`src/rtl/revshift_pkg.sv`:
```
package revshift_pkg;

    typedef struct packed {
        logic left;
        logic rotate;
        logic arith;
    } opcode_t;

    typedef struct packed {
        logic left;
        logic rotate;
        logic sra;
        logic sla;
    } shctl_t;

    function automatic shctl_t decode_op(opcode_t op);
        shctl_t c;
        c.left   = op.left;
        c.rotate = op.rotate;
        c.sra    = !op.left && !op.rotate && op.arith;
        c.sla    =  op.left && !op.rotate && op.arith;
        return c;
    endfunction

endpackage

```
`src/rtl/revshift_decode.sv`:
```
module revshift_decode
    import revshift_pkg::*;
(
    input  opcode_t op,
    output shctl_t  ctl
);
    always_comb ctl = decode_op(op);
endmodule

```
`src/rtl/revshift_reverse.sv`:
```
module revshift_reverse #(
    parameter int W = 32
) (
    input  logic         rev,
    input  logic [W-1:0] din,
    output logic [W-1:0] dout
);
    for (genvar i = 0; i < W; i++) begin : g_bit
        assign dout[i] = rev ? din[W-1-i] : din[i];
    end
endmodule

```
`src/rtl/revshift_core.sv`:
```
module revshift_core #(
    parameter int W  = 32,
    parameter int SW = $clog2(W)
) (
    input  logic [W-1:0]  din,
    input  logic [SW-1:0] amt,
    input  logic          rotate,
    input  logic          fill,
    output logic [W-1:0]  dout
);
    logic [SW:0][W-1:0] stg;

    assign stg[0] = din;

    for (genvar k = 0; k < SW; k++) begin : g_stage
        localparam int D = 1 << k;
        for (genvar i = 0; i < W; i++) begin : g_bit
            if (i < W - D) begin : g_mid
                assign stg[k+1][i] = amt[k] ? stg[k][i+D] : stg[k][i];
            end else begin : g_top
                assign stg[k+1][i] = amt[k] ? (rotate ? stg[k][i+D-W] : fill)
                                            : stg[k][i];
            end
        end
    end

    assign dout = stg[SW];
endmodule

```
`src/rtl/revshift_flags.sv`:
```
module revshift_flags #(
    parameter int W  = 32,
    parameter int SW = $clog2(W)
) (
    input  logic [W-1:0]  op_a,
    input  logic [SW-1:0] amt,
    input  logic          sla,
    input  logic [W-1:0]  res,
    output logic          ovf,
    output logic          zero
);
    logic [W-2:0] lost;

    for (genvar i = 0; i < W - 1; i++) begin : g_lost
        assign lost[i] = (op_a[i] ^ op_a[W-1]) && ((i + int'(amt)) >= (W - 1));
    end

    assign ovf  = sla && (|lost);
    assign zero = ~|res;
endmodule

```
`src/rtl/revshift_unit.sv`:
```
module revshift_unit
    import revshift_pkg::*;
#(
    parameter int W       = 32,
    parameter int OUT_REG = 1,
    localparam int SW     = $clog2(W)
) (
    input  logic          clk,
    input  logic          rst,
    input  logic [W-1:0]  op_a,
    input  logic [SW-1:0] amount,
    input  logic [2:0]    opcode,
    output logic [W-1:0]  res_y,
    output logic          ovf,
    output logic          zero
);
    shctl_t       ctl;
    logic [W-1:0] pre_rev;
    logic [W-1:0] core_out;
    logic [W-1:0] post_rev;
    logic [W-1:0] res_c;
    logic         fill_bit;
    logic         ovf_c;
    logic         zero_c;

    revshift_decode u_dec (
        .op  (opcode_t'(opcode)),
        .ctl (ctl)
    );

    assign fill_bit = ctl.sra & op_a[W-1];

    revshift_reverse #(.W(W)) u_rev_in (
        .rev  (ctl.left),
        .din  (op_a),
        .dout (pre_rev)
    );

    revshift_core #(.W(W), .SW(SW)) u_core (
        .din    (pre_rev),
        .amt    (amount),
        .rotate (ctl.rotate),
        .fill   (fill_bit),
        .dout   (core_out)
    );

    revshift_reverse #(.W(W)) u_rev_out (
        .rev  (ctl.left),
        .din  (core_out),
        .dout (post_rev)
    );

    assign res_c = ctl.sla ? {op_a[W-1], post_rev[W-2:0]} : post_rev;

    revshift_flags #(.W(W), .SW(SW)) u_flags (
        .op_a (op_a),
        .amt  (amount),
        .sla  (ctl.sla),
        .res  (res_c),
        .ovf  (ovf_c),
        .zero (zero_c)
    );

    if (OUT_REG != 0) begin : g_reg
        always_ff @(posedge clk) begin
            if (rst) begin
                res_y <= '0;
                ovf   <= 1'b0;
                zero  <= 1'b0;
            end else begin
                res_y <= res_c;
                ovf   <= ovf_c;
                zero  <= zero_c;
            end
        end

        // registered outputs track the combinational result one cycle later
        a_r10_reg_follow: assert property (@(posedge clk) disable iff (rst)
            1'b1 |=> (res_y == $past(res_c)) && (ovf == $past(ovf_c)) && (zero == $past(zero_c)));
    end else begin : g_comb
        assign res_y = res_c;
        assign ovf   = ovf_c;
        assign zero  = zero_c;
    end

    // overflow only for left arithmetic
    a_r8_ovf_only_sla: assert property (@(posedge clk) disable iff (rst)
        ovf_c |-> (opcode == 3'b101));

    // zero amount never overflows and passes the operand
    a_r11_zero_amount: assert property (@(posedge clk) disable iff (rst)
        (amount == '0) |-> (res_c == op_a) && !ovf_c);

    // left arithmetic keeps the sign bit
    a_r5_sign_kept: assert property (@(posedge clk) disable iff (rst)
        (opcode == 3'b101) |-> (res_c[W-1] == op_a[W-1]));

    // low bits vacated by left shifts are zero
    a_r4_low_zero: assert property (@(posedge clk) disable iff (rst)
        (opcode[2:1] == 2'b10) |-> ((res_c & ~({W{1'b1}} << amount)) == '0));

    // high bits vacated by logical right shift are zero
    a_r1_high_zero: assert property (@(posedge clk) disable iff (rst)
        (opcode == 3'b000) |-> ((res_c & ~({W{1'b1}} >> amount)) == '0));

endmodule

```
`config.mk`:
```
export PLATFORM = sky130hd
export DESIGN_NAME = revshift_unit
export DESIGN_NICKNAME = d
export VERILOG_FILES = /design/src/rtl/revshift_pkg.sv /design/src/rtl/revshift_decode.sv /design/src/rtl/revshift_reverse.sv /design/src/rtl/revshift_core.sv /design/src/rtl/revshift_flags.sv /design/src/rtl/revshift_unit.sv
export SDC_FILE = /design/constraint.sdc
export NUM_CORES = 1
export LEC_CHECK = 0
export ABC_AREA = 1
export BUFFER_PORTS_ARGS = -buffer_cell sky130_fd_sc_hd__buf_4
export CORE_ASPECT_RATIO = 2
export CORE_MARGIN = 4
export CORE_UTILIZATION = 47
export DETAILED_ROUTE_END_ITERATION = 10
export PLACE_DENSITY = 0.74
export SYNTH_ARGS = -nofsm -noshare
export SYNTH_HDL_FRONTEND = slang
export SYNTH_HIERARCHICAL = 1
export SYNTH_SLANG_ARGS = --single-unit
export TNS_END_PERCENT = 1
```
`constraint.sdc`:
```
create_clock -name clk -period 3.6 [get_ports clk]
set_clock_uncertainty 0.1 [all_clocks]
set_input_delay 0.36 -clock clk [delete_from_list [all_inputs] [get_ports clk]]
set_output_delay 0.36 -clock clk [all_outputs]
set_load 0.005 [all_outputs]
```
## Word-level counts from Yosys, hierarchy flattened

Cells that the tools add are included.

- Flip-flop bits (word level): 34
- Bits in latches: 0
- Bits in writable memories: 0
- Bits in read-only memories: 0
- Bits of input ports: 42
- Word-level logic and storage cells: 393
- Memories: 0

- Add/subtract/negate cells: 30
- $mul: 0
- Div/mod/pow operators: 0
- $lt $le $gt $ge: 31
- Equality and inequality tests: 0
- Shifts and indexed selects: 0
- Mux-type cells: 256
- Bitwise logic cells: 32
- Reductions and logical operators: 41

Operators by type and width:

| cell | count |
|---|---|
| $ge A32 B6 Y1 const B | 30 |
| $mux W1 | 255 |
| $add A5 B5 Y6 const A | 15 |
| $add A4 B5 Y6 const A | 8 |
| $logic_and A1 B1 Y1 | 36 |
| $mux W32 | 1 |
| $reduce_or A32 Y1 | 1 |
| $reduce_or A31 Y1 | 1 |
| $xor A1 B1 Y1 | 31 |
| $add A3 B5 Y6 const A | 4 |
| $add A2 B5 Y6 const A | 2 |
| $add A1 B5 Y6 const A | 1 |
| $ge A5 B5 Y1 const B | 1 |
| $logic_not A1 Y1 | 3 |
| $and A1 B1 Y1 | 1 |

## Longest topological paths before layout

- Depth in word-level cells: 14
- Mapped depth: 25

## Hierarchy

The synthesis kept the hierarchy.

Modules (own cells, without submodules):

| module | instances | cells each | area an instance (um^2) | seq. area each (um^2) |
|---|---|---|---|---|
| revshift_core | 1 | 473 | 2159.6 | 0.0 |
| revshift_flags | 1 | 331 | 1732.9 | 0.0 |
| revshift_unit | 1 | 114 | 1016.0 | 680.7 |
| revshift_reverse | 2 | 104 | 494.2 | 0.0 |
| revshift_decode | 1 | 7 | 33.8 | 0.0 |

## Worst setup path before layout

OpenSTA, ideal clock, no wires.

- Path type: input port to flip-flop
- From: input port opcode[2]
- To: register zero
- Setup time: 0.064 ns
- Arrival: 2.331 ns
- Data required time: 3.436 ns
- Path slack: 1.105 ns
- Stages on the path: 24
- Path buffers: 3
- Cell sequence: buf_4 -> buf_6 -> inv_8 -> buf_12 -> nand2_2 -> nand2_1 -> or2_2 -> nand2_1 -> nand2_1 -> nand3_1 -> nand3_1 -> nand3_1 -> nand2_1 -> nand2_2 -> nand2_1 -> inv_1 -> nand2_1 -> nand2_1 -> inv_1 -> nor4_1 -> nand4_1 -> nor2_1 -> inv_1 -> nor2_1

- Elaborated cells on any way between the ends: 264
- Classes of those cells: mux: 256; bitwise: 1; reduce/logical: 7

RTL lines:

| element | RTL line | RTL |
|---|---|---|
| start, declared | revshift_unit.sv:12 | `input logic [2:0] opcode,` |
| $mux W1 | revshift_reverse.sv:9 | `assign dout[i] = rev ? din[W-1-i] : din[i];` |
| via pre_rev[31] | revshift_unit.sv:18 | `logic [W-1:0] pre_rev;` |
| $mux W1 (5 in a row) | revshift_core.sv:21 | `assign stg[k+1][i] = amt[k] ? (rotate ? stg[k][i+D-W] : fill)` |
| via core_out[31] | revshift_unit.sv:19 | `logic [W-1:0] core_out;` |
| $mux W1 | revshift_reverse.sv:9 |  |
| via post_rev[31] | revshift_unit.sv:20 | `logic [W-1:0] post_rev;` |
| $mux W32 | revshift_unit.sv:53 | `assign res_c = ctl.sla ? {op_a[W-1], post_rev[W-2:0]} : post_rev;` |
| via res_c[31] | revshift_unit.sv:21 | `logic [W-1:0] res_c;` |
| $reduce_or A32 Y1 | revshift_flags.sv:19 | `assign zero = ~\|res;` |
| $logic_not A1 Y1 | revshift_flags.sv:19 |  |
| via zero_c | revshift_unit.sv:24 | `logic zero_c;` |
| end signal, assigned | revshift_unit.sv:73 | `zero <= zero_c;` |
| end, declared | revshift_unit.sv:15 | `output logic zero` |

The timed path passes the listed nets, and every way through them passes these cells.
A chain may end at the register's enable or synchronous reset.

## Worst setup path in the final report

- From: input port amount[1]
- To: register zero

- Longest elaborated chain between the ends: 9
- Elaborated cells on any way between the ends: 191
- Classes of those cells: mux: 189; reduce/logical: 2

RTL lines:

| element | RTL line | RTL |
|---|---|---|
| start, declared | revshift_unit.sv:11 | `input logic [SW-1:0] amount,` |
| $mux W1 | revshift_core.sv:19 | `assign stg[k+1][i] = amt[k] ? stg[k][i+D] : stg[k][i];` |
| $mux W1 (on tied branches) (2 in a row) | revshift_core.sv:21, revshift_core.sv:19 |  |
| $mux W1 | revshift_core.sv:21 |  |
| $mux W1 * | revshift_core.sv:21 |  |
| via core_out[31] | revshift_unit.sv:19 |  |
| $mux W1 * | revshift_reverse.sv:9 |  |
| via post_rev[31] | revshift_unit.sv:20 |  |
| $mux W32 * | revshift_unit.sv:53 |  |
| via res_c[31] | revshift_unit.sv:21 |  |
| $reduce_or A32 Y1 * | revshift_flags.sv:19 |  |
| $logic_not A1 Y1 * | revshift_flags.sv:19 |  |
| via zero_c | revshift_unit.sv:24 |  |

Mark *: on every way through the listed nets, which the timed path passes. The rest lies on a longest branch.

==> qor.txt <==
Vias in the first global route: 6,821
Dpl hpwl: 18.1 mm
Crit path DAT: 3120 ps
Setup TNS: 0 ps
Nets: 1,223
Top cell type's share of synthesized area: 31.3%
Via Count: 7,328
Slowest stage cell, crit path: inv_2
P&R area growth vs syn: 8.00%
Max-Cap Viols: 0
TritonCTS clock tree: yes
DR vias/cell: 5.58
DRT Pass-1 Iters: 6
CP top delay family: simple AND/OR/NAND/NOR gates
Hold wc startpoint: rst
ANT nets after route: 0
Syn_area_per_cell: 5.23 um^2
Cts repair resizes: 0
Share of the yosys chip area belonging to registers: 11.5%
Hold crit path type: in2reg
Most common cell in the netlist: nand2_1
Routed wire length: 22.0 mm
Full die area: 0.0146 mm^2
Mapped Cells: 1,133
Antenna cell count: 0
Initial DRC count: 534
Critical Path Sink Type: register
Count of final max-slew check failures: 0
CP Cell Sequence: buf_4 > inv_2 > nand3_1 > nand3_1 > nand3_1 > nand3_1 > nand2_1 > nand2_1 > nand2_1 > nand2_2 > nand2_1 > inv_1 > nand2_1 > nand2_1 > inv_1 > nor4_1 > nand4_1 > nor2_1 > inv_1 > nor2_1
Core Rows: 57
Total global routing overflow: 0
GRT Util Overall: 30.1%
Clk slew on worst S/H paths: 50 ps
Period Utilization, post-route: 83.5%
Placer Congestion: 1.05
Top_reg_cell synth: dfxtp_1
Hold depth: 2
Synth area leader: nand2_1
# setup viols final: 0
Post-Syn Area: 0.00593 mm^2
Die width: 87.4 um
# IOs: 76
# DRC: 0
Achievable Freq: 332 MHz
Max FO, Critical Path: 33
Core area: 0.0123 mm^2
Count of different cell masters after synthesis: 32
DIE HEIGHT: 167 um
Fin. Hold Viols: 0
#FFs+latches synth: 34
WP buf/inv: 5
Net Count, Synth: 1,190
WL/cell: 16.7 um
Clk buf depth: 2
Worst ir drop on vdd: 0.397 mV
Initial antenna violation count: 0
TritonCTS Sinks: 34
Number of synthesized flops with an enable pin: 0
Critical path type: in2reg
RSZ-0062 raised after global routing: no
H-tree levels: 2
Time the worst path needs with I/O delays and setup: 3010 ps
Worst hold slack: 362 ps
Run status: completed
Largest stage delay on the critical path: 450 ps
Worst-Margin Slew: 632 ps
Design area: 0.00640 mm^2
First-pass GRT wire length: 34.3 mm
Pre-CTS worst setup slack: 374 ps
Startpoint Class: input pin
Lkg Pwr: 3.68 nW
Num CTS Buffers: 5
Synth async-reset ratio: 0%
Leading post-synthesis cells by cell area: nand2_1, nand3_1, dfxtp_1, inv_1, xor2_1
Rel. slew slack: 57.4%
Top cells by count, synth: nand2_1, nand3_1, inv_1, nor2_1, dfxtp_1
CP dominant cell by count: nand2_1
PnR worst setup slack: 592 ps
Placement Cell Area: 0.00627 mm^2
Port-buffer cells: 75
CP Data Required Time: 3710 ps
Hold Path Sink: res_y[31]$_SDFF_PP0_
Largest net degree at the start of global routing: 44
Pwr dens: 266 mW/mm^2
Initial Util: 48.3%
Share of layout cells above drive strength 1: 13.4%
Post-CTS Setup Repair Bufs: 0
CTS Hold Buffers Added: 0
Root Buffer: clkbuf_16
Ys Warns: 6
[state kept, by name, indices dropped and copies added, names as in the netlist]
signal / flops
res_y: 32
zero: 1
ovf: 1
[final cells by class]
class / count / area [um^2]
well taps: 147 / 184
flip-flops and latches: 34 / 681
clock inverters: 2 / 10.0
inverters: 87 / 350
clock buffers: 5 / 125
fillers: 1364 / 5860
repair buffers: 92 / 703
multi-input cells: 946 / 4350
[layout by cell type, fill, tap and decap left out, types with 2 or more instances in the layout]
cell type  count
inv_8          2
or2_2          2
inv_2          6
nor4_1         8
inv_1         76
clkbuf_16      5
nand3_1      239
dfxtp_1       34
a21oi_1        9
o21ai_1       13
nor2_2        10
ha_1          15
xnor2_1        3
nand4_1        5
nor2_1        68
o21ai_0       13
nand2_1      495
clkinv_2       3
nand2_2       32
xor2_1        30
buf_4         91
[stage by stage]
stage | std cells | utilization (%) | power [mW]
2_1_floorplan | 1133 | - | 1.05
3_3_place_gp | 1306 | 51.1 | 1.31
3_5_place_dp | 1306 | 51.1 | 1.31
4_1_cts | 1313 | 52.2 | 1.69
5_1_grt | 1313 | 52.2 | 1.82
6_report | 1313 | 52.2 | 1.70
[where the power goes]
group | switching (mW) | leakage [nW] | internal [mW]
clock network | 0.134 | 0.0694 | 0.248
registers | 0.00761 | 0.281 | 0.410
logic | 0.597 | 3.33 | 0.304
[routing by layer]
metal  vias up  global-route usage (%)  share of wire (%)
met3       129                    2.27                4.3
li1       3642                       -                  -
met1      3216                    25.1                 30
met5         -                       0                  0
met2       341                    58.3                 54
met4         0                    27.3                 11
[worst max-delay path by stage]
stage	startpoint	endpoint	slack (ps)	cells after the start
floorplan	opcode[2]	zero$_SDFF_PP0_	1110	24
global placement	amount[1]	zero$_SDFF_PP0_	390	18
detailed placement	amount[1]	zero$_SDFF_PP0_	370	18
CTS	amount[1]	zero$_SDFF_PP0_	660	18
global route	opcode[2]	zero$_SDFF_PP0_	360	21
finish	amount[1]	zero$_SDFF_PP0_	590	20
[cell families (layout without fill, tap and decap cells)]
logic type,Yosys count,after routing,synth area share [%]
and+or+nand+nor,862,862,62.3
buffers and inverters,153,186,15.1
AOI/OAI and AO/OA,36,36,3.08
DFF,34,34,11.5
xor gates and xnor gates,33,33,4.87
adders and majority gates,15,15,3.16
Power figures use the tool's default switching activity.
